<file path="src/rtl/ddc_gpio_port.sv">
module ddc_gpio_port #(
  parameter int BASE       = 1,
  parameter bit LANE_GATED = 1
) (
  input  logic        clk,
  input  logic        rst_n,
  input  logic        wr_en,
  input  logic [3:0]  wr_be,
  input  logic [31:0] wr_data,
  output logic [31:0] rd_data,
  input  logic        scl_in,
  input  logic        sda_in,
  output logic        scl_pull_low,
  output logic        sda_pull_low
);
  localparam int SDA_O = BASE;
  localparam int SCL_O = BASE + 1;
  localparam int SDA_R = BASE + 8;
  localparam int SCL_R = BASE + 9;
  localparam int SDA_E = BASE + 16;
  localparam int SCL_E = BASE + 17;
  localparam int GATE  = 25;

  logic [31:0] q, merged, nxt;
  logic [1:0]  sda_s, scl_s;
  logic        apply, sda_lvl, scl_lvl;

  always_comb begin
    for (int i = 0; i < 4; i++)
      merged[8*i +: 8] = (!LANE_GATED || wr_be[i]) ? wr_data[8*i +: 8] : q[8*i +: 8];
  end

  assign sda_lvl = !merged[SDA_E] || merged[SDA_O];
  assign scl_lvl = !merged[SCL_E] || merged[SCL_O];

  assign apply = wr_en && (!LANE_GATED ||
                 (merged[GATE] && (wr_be[2] || (wr_be[0] && (merged[SDA_E] || merged[SCL_E])))));

  always_comb begin
    nxt        = merged;
    nxt[11:8]  = 4'b0;
    nxt[SDA_R] = sda_lvl && sda_s[1];
    nxt[SCL_R] = scl_lvl && scl_s[1];
  end

  always_ff @(posedge clk or negedge rst_n) begin
    if (!rst_n) begin
      q            <= '0;
      sda_s        <= 2'b11;
      scl_s        <= 2'b11;
      sda_pull_low <= 1'b0;
      scl_pull_low <= 1'b0;
    end else begin
      sda_s <= {sda_s[0], sda_in};
      scl_s <= {scl_s[0], scl_in};
      if (apply) begin
        q            <= nxt;
        sda_pull_low <= !sda_lvl;
        scl_pull_low <= !scl_lvl;
      end else if (wr_en) begin
        q <= {merged[31:12], q[11:8], merged[7:0]};
      end
    end
  end

  assign rd_data = q;


  rb_hold_chk: assert property (@(posedge clk) disable iff (!rst_n)
    !apply |=> $stable(q[11:8]));

  pads_hold_chk: assert property (@(posedge clk) disable iff (!rst_n)
    !apply |=> $stable({scl_pull_low, sda_pull_low}));

  sda_release_chk: assert property (@(posedge clk) disable iff (!rst_n)
    (apply && !merged[SDA_E]) |=> !sda_pull_low);

  scl_release_chk: assert property (@(posedge clk) disable iff (!rst_n)
    (apply && !merged[SCL_E]) |=> !scl_pull_low);

  sda_rb_chk: assert property (@(posedge clk) disable iff (!rst_n)
    q[SDA_R] |-> !sda_pull_low);

  scl_rb_chk: assert property (@(posedge clk) disable iff (!rst_n)
    q[SCL_R] |-> !scl_pull_low);

  gate_closed_chk: assert property (@(posedge clk) disable iff (!rst_n)
    (LANE_GATED && wr_en && wr_be[3] && !wr_data[GATE]) |=> $stable({scl_pull_low, sda_pull_low}));
endmodule

</file>
<file path="config.mk">
export PLATFORM = sky130hd
export DESIGN_NAME = ddc_gpio_port
export DESIGN_NICKNAME = d
export VERILOG_FILES = /design/src/rtl/ddc_gpio_port.sv
export SDC_FILE = /design/constraint.sdc
export NUM_CORES = 1
export LEC_CHECK = 0
export BUFFER_PORTS_ARGS = -buffer_cell sky130_fd_sc_hd__clkbuf_2
export CAP_MARGIN = 30
export CORE_ASPECT_RATIO = 1.2
export CORE_MARGIN = 3
export CORE_UTILIZATION = 40
export DETAILED_ROUTE_END_ITERATION = 10
export HOLD_SLACK_MARGIN = 0.08
export PLACE_DENSITY_LB_ADDON = 0.12
export SLEW_MARGIN = 20
export SYNTH_ARGS = -nofsm -noshare
export SYNTH_HDL_FRONTEND = slang
export SYNTH_SLANG_ARGS = --single-unit
</file>
<file path="constraint.sdc">
create_clock -name clk -period 2.6 [get_ports clk]
set_clock_uncertainty 0.15 [all_clocks]
set_input_delay 0.52 -clock clk [delete_from_list [all_inputs] [get_ports clk]]
set_output_delay 0.52 -clock clk [all_outputs]
set_load 0.02 [all_outputs]
</file>
Yosys cells after proc, flatten, opt, wreduce, memory -nomap -nowiden

Cells that the tools add are included.

Register bits: 38
Latch bits: 0
RAM bits: 0
Memory bits (read-only): 0
Input bits: 41
Output and inout bits: 34
Logic and storage cells: 26
Memories kept: 0

Add/subtract/negate cells: 0
Multiply operators: 0
Divide/modulo/power cells: 0
Order comparisons: 0
Equality and inequality tests: 0
Shift-type cells: 0
Mux-type cells: 6
Bitwise logic cells: 0
Reduce and logical (&&, ||, !) cells: 14

Operators by type and width:

| kind               | count |
|---|---|
| 32-bit two-way mux | 2 |
| 8-bit two-way mux  | 4 |
| 1-bit logical AND  | 5 |
| 1-bit logical NOT  | 4 |
| 1-bit logical OR   | 4 |
| 2-bit nonzero test | 1 |

Logic depth before layout (Yosys ltp)

Word-level depth: 7
Mapped depth: 3
Depth with buffers taken out: 3

Worst setup path before layout

Ideal clock, no wire load.

Path type: input to register
Start point: in wr_be[3]
End point: reg scl_pull_low
Library setup time: 0.128 ns
Data arrival time: 1.251 ns
Required time: 2.322 ns
Slack: 1.071 ns
Stages: 3
Path buffers: 0
Cell sequence: mux2_4 o211ai_4 mux2_1

Word-level cells in the longest chain between the ends: 3

RTL lines:

| what                   | line | source |
|---|---|---|
| start: declaration     | 8    | `input logic [3:0] wr_be,` |
| 8-bit two-way mux      | 30   | `merged[8*i +: 8] = (!LANE_GATED \|\| wr_be[i]) ? wr_data[8*i +: 8] : q[8*i +: 8];` |
| 1-bit logical AND      | 37   | `(merged[GATE] && (wr_be[2] \|\| (wr_be[0] && (merged[SDA_E] \|\| merged[SCL_E])))));` |
| 1-bit logical AND      | 36   | `assign apply = wr_en && (!LANE_GATED \|\|` |
| end signal: assignment | 59   | `scl_pull_low <= !scl_lvl;` |
| end: declaration       | 13   | `output logic scl_pull_low,` |

No other way between the ends.
A chain may end at the register's enable or synchronous reset.

Worst setup path after layout

Start point: reg q[18], in the netlist rd_data[18]
End point: out rd_data[18]

RTL lines:

| what                     | line | source |
|---|---|---|
| start: declaration       | 24   | `logic [31:0] q, merged, nxt;` |
| start signal: assignment | 57   | `q <= nxt;` |
| start signal: assignment | 61   | `q <= {merged[31:12], q[11:8], merged[7:0]};` |
| end: declaration         | 10   | `output logic [31:0] rd_data,` |

No word-level cell between the ends.

==> flow_metrics.env <==
export IMPL_status="completed"
export IMPL_grt_pass1_wl_um=4491
export IMPL_first_pass_iters=4
export IMPL_total_power_mw=1.531
export IMPL_root_buffer="clkbuf_8"
export IMPL_drv_slew=0
export IMPL_start_util=0.4219
export IMPL_ys_ff_latch=36
export IMPL_critical_path_class="flip-flop to output pin"
export IMPL_crit_path_end_kind="output pin"
export IMPL_clk_latency_ns=0.28
export IMPL_synth_compound_area_share=0.03057
export IMPL_ff2ff_path_depth=3
export IMPL_io_buffers=68
export IMPL_cp_cell_sequence="clkbuf_2"
export IMPL_dieArea_um2=4338
export IMPL_antenna_found_initial=0
export IMPL_fin_tns_setup_ns=0
export IMPL_io_pin_count=75
export IMPL_cts_buffer_depth=2
export IMPL_hold_path_end="sda_s[0]"
export IMPL_grt_start_max_net_pins=37
export IMPL_fillers=301
export IMPL_cts_resized=0
export IMPL_setup_viol=0
export IMPL_die_w_um=60.63
export IMPL_cp_max_fo=4
export IMPL_cts_tree="done"
export IMPL_drc_errors=0
export IMPL_synth_distinct_cells=19
export IMPL_async_reset_ff_frac=1.000
export IMPL_grt_ovfl_total=0
export IMPL_wl_per_cell_um=13.94
export IMPL_grt_total_usage=0.1421
export IMPL_timing_hold_ws_ns=0.1700
export IMPL_grt_pass1_vias=1034
export IMPL_holdPathStages=1
export IMPL_min_delay_start="sda_in"
export IMPL_via_per_inst=4.804
export IMPL_cp_top_family="flip-flops"
export IMPL_drtAntennaViolNets=0
export IMPL_clkTransAtPathRegs_ns=0.07
export IMPL_post_dp_hpwl_um=2206
export IMPL_htree_levels=2
export IMPL_postCtsSetupBuffers=0
export IMPL_ys_warnings_count=0
export IMPL_period_needed_ns=1.531
export IMPL_ir_drop_mv=0.5833
export IMPL_cp_slowest_stage_delay_ns=0.39
export IMPL_cts_made_buffers=5
export IMPL_synthAdderAreaFrac=0
export IMPL_cap_violations=0
export IMPL_netlist_instances=91
export IMPL_synth_edff_count=0
export IMPL_power_density_nw_per_um2=786.0
export IMPL_path_buf_inv=1
export IMPL_synth_seq_area_share=0.6323
export IMPL_synth_avg_cell_area_um2=15.74
export IMPL_finalWeightedCongestion=0.7046
export IMPL_slowest_stage="dfrtp_1"
export IMPL_synthFlopType="dfrtp_1"
export IMPL_die_h_um=71.56
export IMPL_clock_fmax_mhz=653.3
export IMPL_finalHoldViolCount=0
export IMPL_antenna_cells=0
export IMPL_hold_path_class="input port to flip-flop"
export IMPL_core_um2=3396
export IMPL_cp_start_kind="flip-flop"
export IMPL_layout_nets=207
export IMPL_r2r_setup_slack_ns=1.11
export IMPL_synth_area_um2=1433
export IMPL_vias=980
export IMPL_p_leak_nw=0.9908
export IMPL_area_delta_synth_final_pct=35.98
export IMPL_drive_gt1_frac=0.6766
export IMPL_synth_top_family_by_area="multiplexers"
export IMPL_rows=23
export IMPL_synth_xor_area_share=0
export IMPL_worstReg2RegStart="rd_data[17]"
export IMPL_cts_sinks=36
export IMPL_synthSimpleGateAreaFrac=0.04105
export IMPL_muxShareOfSynthArea=0.2742
export IMPL_rsz0062_at_grt="false"
export IMPL_drt_iter0_drc=17
export IMPL_cp_arrival_ns=0.86
export IMPL_required_ns=1.93
export IMPL_timing_rr_end="sda_pull_low"
export IMPL_totalWireLength_um=2843
export IMPL_layout_worst_path_cycle_share=0.5888
-- state kept, by name, indices dropped and copies added (netlist names) --
| name | flops |
|---|---|
| rd_data | 30 |
| scl_s | 2 |
| sda_s | 2 |
| scl_pull_low | 1 |
| sda_pull_low | 1 |
-- metrics by stage --
stage | util | cells | cell area (µm²) | worst slack [ns]
after floorplan | - | 92 | 1436 | 1.071
after global placement | 0.5310 | 194 | 1803 | 0.9102
after detailed placement | 0.5310 | 194 | 1803 | 0.8821
after CTS | 0.5626 | 202 | 1911 | 1.050
after global routing | 0.5737 | 204 | 1948 | 1.015
final | 0.5737 | 204 | 1948 | 1.069
-- cells by family (layout without fill, tap and decap cells) --
kind of cell    Yosys count  count (layout)
mux                      35              35
buf+inv                   5              80
simple gates             10              10
flops                    36              36
compound gates            4               4
other cells               1               2
-- area by class of cell --
cell class | count | area [µm²] | area share
flip-flops and latches | 36 | 905.9 | 0.4650
repair buffers | 70 | 377.9 | 0.1940
well taps | 37 | 46.29 | 0.02376
inverters | 2 | 7.507 | 0.003854
multi-input cells | 51 | 503.0 | 0.2582
clock inverters | 2 | 35.03 | 0.01798
clock buffers | 6 | 72.57 | 0.03725
-- worst max path at each step --
stage                     depth (start not counted)         from           end
after floorplan                                   3     wr_be[3]  scl_pull_low
after global placement                            4     wr_be[3]  scl_pull_low
after detailed placement                          4     wr_be[3]  sda_pull_low
after CTS                                         1  rd_data[18]   rd_data[18]
after global routing                              1  rd_data[18]   rd_data[18]
final                                             1  rd_data[18]   rd_data[18]
-- power by group --
group | switching, mW | total (mW) | leakage (nW) | internal [mW]
registers | 0.0453 | 0.695 | 0.421 | 0.649
clock network | 0.188 | 0.472 | 0.0552 | 0.284
logic | 0.208 | 0.364 | 0.515 | 0.156
-- placed cells by master (no fill, tap or decap) --
cell type	synthesis	layout
nor3_1	2	2
o21a_1	1	1
o211ai_4	1	1
clkbuf_2	1	68
clkbuf_8	0	5
clkinv_2	0	1
conb_1	1	2
inv_1	2	2
and2_1	2	2
mux2i_1	4	4
and2b_1	1	1
dfrtp_1	32	32
dfstp_2	4	4
nor2b_1	1	1
mux2_4	1	1
clkbuf_1	0	1
nand2_2	3	3
buf_16	0	1
o31ai_1	2	2
mux2_1	2	2
bufinv_16	0	1
dlygate4sd3_1	0	1
nand2_1	1	1
mux2_2	28	28
-- layer usage --
layer | track usage | wire [µm] | up-vias
met5 | 0 | 0 | -
met1 | 0.1413 | 1053 | 461
met4 | 0.05783 | 39 | 0
met2 | 0.2556 | 1523 | 48
met3 | 0.05405 | 226 | 5
li1 | - | - | 466
-- cell usage after synthesis, types with 2 or more instances --
library cell  instances  area share
dfrtp_1              32        0.56
mux2_2               28        0.22
dfstp_2               4       0.073
mux2i_1               4       0.028
nand2_2               3       0.013
and2_1                2      0.0087
buf_4                 2       0.010
inv_1                 2      0.0052
mux2_1                2       0.016
nor3_1                2      0.0070
o31ai_1               2       0.010
-- what timing repair did --
item | CTS | global route
endpoints found under the hold margin | 0 | 9
hold buffers | 0 | 1
endpoints found under the setup margin | 0 | 0
No activity file was read; power rests on OpenSTA's default activity.
